--- src/rtl/fstep_pkg.sv ---
package fstep_pkg;
    localparam int COEF_SHIFT = 6;
    localparam int INTEG_SHIFT = 14;
    localparam int RESO_SHIFT = 10;

    typedef enum logic {
        FS_IDLE = 1'b0,
        FS_RUN  = 1'b1
    } fs_state_e;
endpackage

--- src/rtl/fs_len_pick.sv ---
module fs_len_pick #(
    parameter int DT_W     = 16,
    parameter int MAX_STEP = 8,
    parameter int LEN_W    = 4
) (
    input  logic [DT_W-1:0]  remain,
    output logic [LEN_W-1:0] len
);
    always_comb begin
        if (remain >= DT_W'(MAX_STEP)) begin
            len = LEN_W'(MAX_STEP);
        end else begin
            len = remain[LEN_W-1:0];
        end
    end
endmodule

--- src/rtl/fs_coef_scale.sv ---
module fs_coef_scale
    import fstep_pkg::*;
#(
    parameter int CW    = 16,
    parameter int LEN_W = 4,
    parameter int EFF_W = CW + LEN_W - COEF_SHIFT
) (
    input  logic [CW-1:0]    coef,
    input  logic [LEN_W-1:0] len,
    output logic [EFF_W-1:0] eff
);
    localparam int PROD_W = CW + LEN_W;

    logic [PROD_W-1:0] prod;

    always_comb begin
        prod = PROD_W'(coef) * PROD_W'(len);
        eff  = prod[PROD_W-1:COEF_SHIFT];
    end
endmodule

--- src/rtl/fs_integ.sv ---
module fs_integ
    import fstep_pkg::*;
#(
    parameter int SW    = 20,
    parameter int EFF_W = 14,
    parameter int QW    = 16
) (
    input  logic [EFF_W-1:0]     eff,
    input  logic [QW-1:0]        invq,
    input  logic signed [SW-1:0] hp,
    input  logic signed [SW-1:0] bp,
    input  logic signed [SW-1:0] lp,
    input  logic signed [SW-1:0] vin,
    output logic signed [SW-1:0] hp_n,
    output logic signed [SW-1:0] bp_n,
    output logic signed [SW-1:0] lp_n
);
    localparam int PW = SW + EFF_W + QW + 2;

    logic signed [PW-1:0] eff_w, invq_w;
    logic signed [PW-1:0] dec_bp, dec_lp;
    logic signed [PW-1:0] bp_w, lp_w, q_w, hp_w;

    always_comb begin
        eff_w  = $signed({{(PW-EFF_W){1'b0}}, eff});
        invq_w = $signed({{(PW-QW){1'b0}}, invq});
        dec_bp = (eff_w * PW'(hp)) >>> INTEG_SHIFT;
        dec_lp = (eff_w * PW'(bp)) >>> INTEG_SHIFT;
        bp_w   = PW'(bp) - dec_bp;
        lp_w   = PW'(lp) - dec_lp;
        bp_n   = bp_w[SW-1:0];
        lp_n   = lp_w[SW-1:0];
        q_w    = (PW'(bp_n) * invq_w) >>> RESO_SHIFT;
        hp_w   = q_w - PW'(lp_n) - PW'(vin);
        hp_n   = hp_w[SW-1:0];
    end
endmodule

--- src/rtl/filter_step_seq.sv ---
module filter_step_seq
    import fstep_pkg::*;
#(
    parameter int SW       = 20,
    parameter int CW       = 16,
    parameter int DT_W     = 16,
    parameter int MAX_STEP = 8
) (
    input  logic                 clk,
    input  logic                 rst_n,
    input  logic                 start,
    input  logic [DT_W-1:0]      delta_t,
    input  logic                 filt_en,
    input  logic signed [SW-1:0] vin,
    input  logic [CW-1:0]        coef_step,
    input  logic [CW-1:0]        inv_q,
    output logic                 busy,
    output logic                 done,
    output logic signed [SW-1:0] vhp,
    output logic signed [SW-1:0] vbp,
    output logic signed [SW-1:0] vlp
);
    localparam int LEN_W = $clog2(MAX_STEP + 1);
    localparam int EFF_W = CW + LEN_W - COEF_SHIFT;

    typedef struct packed {
        fs_state_e              st;
        logic                   done;
        logic [DT_W-1:0]        rem;
        logic signed [SW-1:0]   hp;
        logic signed [SW-1:0]   bp;
        logic signed [SW-1:0]   lp;
        logic signed [SW-1:0]   vin;
        logic [CW-1:0]          coef;
        logic [CW-1:0]          invq;
    } regs_t;

    regs_t r_q, r_d;

    logic [LEN_W-1:0]     len;
    logic [EFF_W-1:0]     eff;
    logic signed [SW-1:0] hp_n, bp_n, lp_n;

    fs_len_pick #(.DT_W(DT_W), .MAX_STEP(MAX_STEP), .LEN_W(LEN_W)) u_len (
        .remain (r_q.rem),
        .len    (len)
    );

    fs_coef_scale #(.CW(CW), .LEN_W(LEN_W), .EFF_W(EFF_W)) u_scale (
        .coef (r_q.coef),
        .len  (len),
        .eff  (eff)
    );

    fs_integ #(.SW(SW), .EFF_W(EFF_W), .QW(CW)) u_integ (
        .eff  (eff),
        .invq (r_q.invq),
        .hp   (r_q.hp),
        .bp   (r_q.bp),
        .lp   (r_q.lp),
        .vin  (r_q.vin),
        .hp_n (hp_n),
        .bp_n (bp_n),
        .lp_n (lp_n)
    );

    always_comb begin
        r_d      = r_q;
        r_d.done = 1'b0;
        unique case (r_q.st)
            FS_IDLE: begin
                if (start) begin
                    if (!filt_en) begin
                        r_d.hp   = '0;
                        r_d.bp   = '0;
                        r_d.lp   = '0;
                        r_d.done = 1'b1;
                    end else if (delta_t == '0) begin
                        r_d.done = 1'b1;
                    end else begin
                        r_d.st   = FS_RUN;
                        r_d.rem  = delta_t;
                        r_d.vin  = vin;
                        r_d.coef = coef_step;
                        r_d.invq = inv_q;
                    end
                end
            end
            FS_RUN: begin
                r_d.hp  = hp_n;
                r_d.bp  = bp_n;
                r_d.lp  = lp_n;
                r_d.rem = r_q.rem - DT_W'(len);
                if (r_q.rem == DT_W'(len)) begin
                    r_d.st   = FS_IDLE;
                    r_d.done = 1'b1;
                end
            end
            default: r_d.st = FS_IDLE;
        endcase
    end

    always_ff @(posedge clk or negedge rst_n) begin
        if (!rst_n) begin
            r_q <= '{st: FS_IDLE, done: 1'b0, rem: '0, hp: '0, bp: '0,
                     lp: '0, vin: '0, coef: '0, invq: '0};
        end else begin
            r_q <= r_d;
        end
    end

    assign busy = (r_q.st == FS_RUN);
    assign done = r_q.done;
    assign vhp  = r_q.hp;
    assign vbp  = r_q.bp;
    assign vlp  = r_q.lp;

    AST_STEP_CAP: assert property (@(posedge clk) disable iff (!rst_n)
        busy |=> (($past(r_q.rem) - r_q.rem) <= DT_W'(MAX_STEP)));

    AST_DONE_IDLE: assert property (@(posedge clk) disable iff (!rst_n)
        done |-> !busy);

    AST_ZERO_HOLD: assert property (@(posedge clk) disable iff (!rst_n)
        (start && !busy && filt_en && delta_t == '0) |=>
        (done && !busy && $stable(vhp) && $stable(vbp) && $stable(vlp)));

    AST_OFF_CLEAR: assert property (@(posedge clk) disable iff (!rst_n)
        (start && !busy && !filt_en) |=>
        (done && !busy && vhp == '0 && vbp == '0 && vlp == '0));

    AST_BUSY_IGNORE: assert property (@(posedge clk) disable iff (!rst_n)
        (busy && start && r_q.rem > DT_W'(MAX_STEP)) |=> busy);

    AST_HOLD_CAPTURE: assert property (@(posedge clk) disable iff (!rst_n)
        (busy && $past(busy)) |-> ($stable(r_q.vin) && $stable(r_q.coef) && $stable(r_q.invq)));
endmodule

--- config.mk ---
export PLATFORM = sky130hd
export DESIGN_NAME = filter_step_seq
export DESIGN_NICKNAME = d
export VERILOG_FILES = /design/src/rtl/fstep_pkg.sv /design/src/rtl/fs_len_pick.sv /design/src/rtl/fs_coef_scale.sv /design/src/rtl/fs_integ.sv /design/src/rtl/filter_step_seq.sv
export SDC_FILE = /design/constraint.sdc
export NUM_CORES = 2
export LEC_CHECK = 0
export ABC_AREA = 0
export BUFFER_PORTS_ARGS = -buffer_cell sky130_fd_sc_hd__buf_4
export CAP_MARGIN = 20
export CORE_MARGIN = 8
export CORE_UTILIZATION = 35
export CTS_CLUSTER_SIZE = 24
export DETAILED_ROUTE_END_ITERATION = 8
export GPL_ROUTABILITY_DRIVEN = 0
export MAX_ROUTING_LAYER = met4
export PLACE_DENSITY = 0.59
export SLEW_MARGIN = 0
export SYNTH_ARGS = -nofsm -noshare
export SYNTH_HDL_FRONTEND = slang
export SYNTH_HIERARCHICAL = 1
export SYNTH_SLANG_ARGS = --single-unit
--- constraint.sdc ---
create_clock -name clk -period 27.7 [get_ports clk]
set_input_delay 0 -clock clk [delete_from_list [all_inputs] [get_ports clk]]
set_output_delay 0 -clock clk [all_outputs]
set_load 0.02 [all_outputs]
==> impl_metrics.tcl <==
set metrics [dict create \
    initial_core_util 0.3514 \
    period_needed_ps 22220 \
    critPathSlowestCell "or4_1" \
    clock-sinks 130 \
    cp.required_ps 28050 \
    fmax_mhz 45.00 \
    path_class "flop to flop" \
    route.vias.total 28913 \
    period_share 0.8022 \
    dr.pass1.iters 6 \
    grt_usage 0.1911 \
    setup_violations 0 \
    path_max_fanout 40 \
    synthDominantCellAreaShare 0.4230 \
    cp_top_family "adder cells" \
    final_layout_size_suffix_gt1_frac 0.06572 \
    syn-num-nets 5583 \
    clockBufferDepth 2 \
    ys_top_cells_by_area "fa_1, ha_1, inv_1, dfrtp_1, and2_1" \
    finClkSkew_ps 16.94 \
    core_sq_um 112200 \
    grt_max_degree 80 \
    grt_setup_unrepaired "false" \
    ys_top_cells_by_count "inv_1, fa_1, nand2_1" \
    tritoncts "done" \
    fin_nets 5634 \
    dp_hpwl_mm 85.62 \
    die_y_um 351.6 \
    drt-total-wl_mm 111.7 \
    crit_path_start_kind "flop" \
    drv_slew 0 \
    yosysSeqAreaShare 0.08252 \
    htreeDepth 4 \
    cp-end-kind "flop" \
    worst-r2r-setup-slack_ps 5480 \
    relSlewSlack 0.3025 \
    min_to "r_q[114]" \
    std_cell_rows 123 \
    synth_edf_count 0 \
    yosysUniqueCellTypes 77 \
    worst_r2r_endpoint "vhp[19]" \
    cp_num_buf_inv 11 \
    min_path_type "input port to flop" \
    finalHoldViolations 0 \
    avgSynthCellArea_sq_um 9.034 \
    fin_tns_setup_ps 0 \
    yosys.area.top_type "fa_1" \
    ant_nets 0 \
    r2r_cells 78 \
    worstSkewPairLatency_ps 470 \
    whs_path_depth 5 \
    cts.clk_slew.worst_paths_ps 70 \
    async_flop_share 1.000 \
    dieArea_sq_um 123600 \
    ys_ff_latch 130 \
    tightest_slew_ps 1046 \
    cts-root-buf "clkbuf_16" \
    cpPeakStageDelay_ps 790 \
    final_area_sq_um 43210 \
    area_growth_pct 9.607 \
    initialDrtViolationCount 1547 \
    die_x_um 351.6 \
    cp.arrival_ps 22580 \
    worst_r2r_startpoint "r_q[118]" \
    hp-start "filt_en" \
    grt_pass1_wl_mm 178.5 \
    maxCapViolations 0 \
    status "complete, no violations" \
    io_buffers 133 \
    netlist_instances 4364 \
    via_per_inst 4.872 \
    wire_per_inst_um 18.82 \
    yosys_warnings 6 \
    grt_overflow 0 \
    io_pins 134 \
    grt_antenna_before_repair 8 \
    crit_top_cell "fa_1" \
    yosysMostFrequentCell "inv_1" \
    syn-cell-area_sq_um 39420 \
    synth_ff_type "dfrtp_1" \
    numCtsBuffers 17 \
    grt_pass1_vias 31185 \
    post-route-drc-count 0 \
    postPlaceCellArea_sq_um 41860 \
]
[registers in the layout, indices dropped and copies added, names as in the netlist]
register / count
busy: 1
done: 1
r_q: 68
vbp: 20
vhp: 20
vlp: 20
[worst register-to-register path: cells and delay by family, from the launching register on]
family	cells	cell delay (ps)
fa+ha+maj	19	8580
compound gates	19	4730
simple gates	16	4660
xor+xnor	13	2590
buf+inv	11	1120
flops	1	440
[worst max path at each step]
stage                  start       to  slack (ps)  depth (start not counted)
finish              r_q[118]  vhp[19]        5480                         78
global route        r_q[116]  vhp[19]        4320                         78
CTS                 r_q[120]  vhp[19]        5440                         77
detailed placement  r_q[120]  vhp[19]        5610                         77
global placement    r_q[120]  vhp[19]        5790                         77
floorplan           r_q[118]  vhp[19]        8040                         83
[cell families (layout without fill, tap and decap cells)]
kind of cell	Yosys count	in the layout	synth area share
AOI/OAI and AO/OA	338	338	0.06154
xor gates and xnor gates	146	146	0.03313
adders and majority gates	1147	1147	0.5226
buffers and inverters	1188	1252	0.1193
DFF	130	130	0.08252
muxes	4	4	0.001016
other	0	7	0
and+or+nand+nor	1411	1411	0.1799
[stage by stage]
step | setup slack [ps] | hold WS, ps | utilization | cells
2_1_floorplan | 8040 | -295.6 | - | 4364
3_3_place_gp | 5786 | 96.80 | 0.3731 | 5823
3_5_place_dp | 5607 | 98.37 | 0.3731 | 5824
4_1_cts | 5445 | 60.84 | 0.3849 | 5927
5_1_grt | 4319 | 76.92 | 0.3851 | 5934
6_report | 5478 | 97.44 | 0.3852 | 5935
[cell type report]
cell class,instances,area [sq um]
fillers,11334,68980
multi-input cells,3046,31660
inverters,946,3551
flip-flops and latches,130,3254
repair buffers,274,2238
well taps,1500,1877
clock buffers,17,425.4
clock inverters,15,188.9
diodes,7,17.52
[cell usage in the layout (no fill, tap or decap), types with 8 or more instances in the layout]
cell | netlist | final
nand3_1 | 24 | 24
o21ai_0 | 49 | 49
a21boi_0 | 9 | 9
clkbuf_16 | 0 | 17
a22o_1 | 60 | 60
dlygate4sd3_1 | 0 | 71
nand2b_1 | 9 | 9
inv_1 | 946 | 946
nand4_1 | 12 | 12
or2_2 | 10 | 10
nor2_1 | 95 | 94
or3_1 | 16 | 16
fa_1 | 833 | 833
a21oi_1 | 74 | 73
buf_4 | 60 | 202
nand2_1 | 604 | 603
nor2b_1 | 35 | 35
and3_1 | 14 | 14
a211oi_1 | 12 | 11
and2_1 | 516 | 515
o211ai_1 | 8 | 8
dfrtp_1 | 130 | 129
ha_1 | 314 | 314
o21a_1 | 22 | 22
xnor2_1 | 96 | 89
nor3_1 | 35 | 35
a21o_1 | 33 | 33
xor2_1 | 48 | 42
[routing by layer]
metal | track usage | part of all wire | up-vias
li1 | - | - | 13100
met1 | 0.2349 | 0.42 | 14937
met3 | 0.03440 | 0.056 | 179
met4 | 0.06254 | 0.034 | 0
met5 | - | 0 | -
met2 | 0.3187 | 0.49 | 697
[timing repair]
action,CTS,global route
hold buffers,71,0
resized for setup,0,0
setup buffers,0,0
endpoints found under the hold margin,142,0
Power is left out: the tool's default activity adds up to more than one toggle a clock period on the data nets, which glitch-free logic cannot reach.
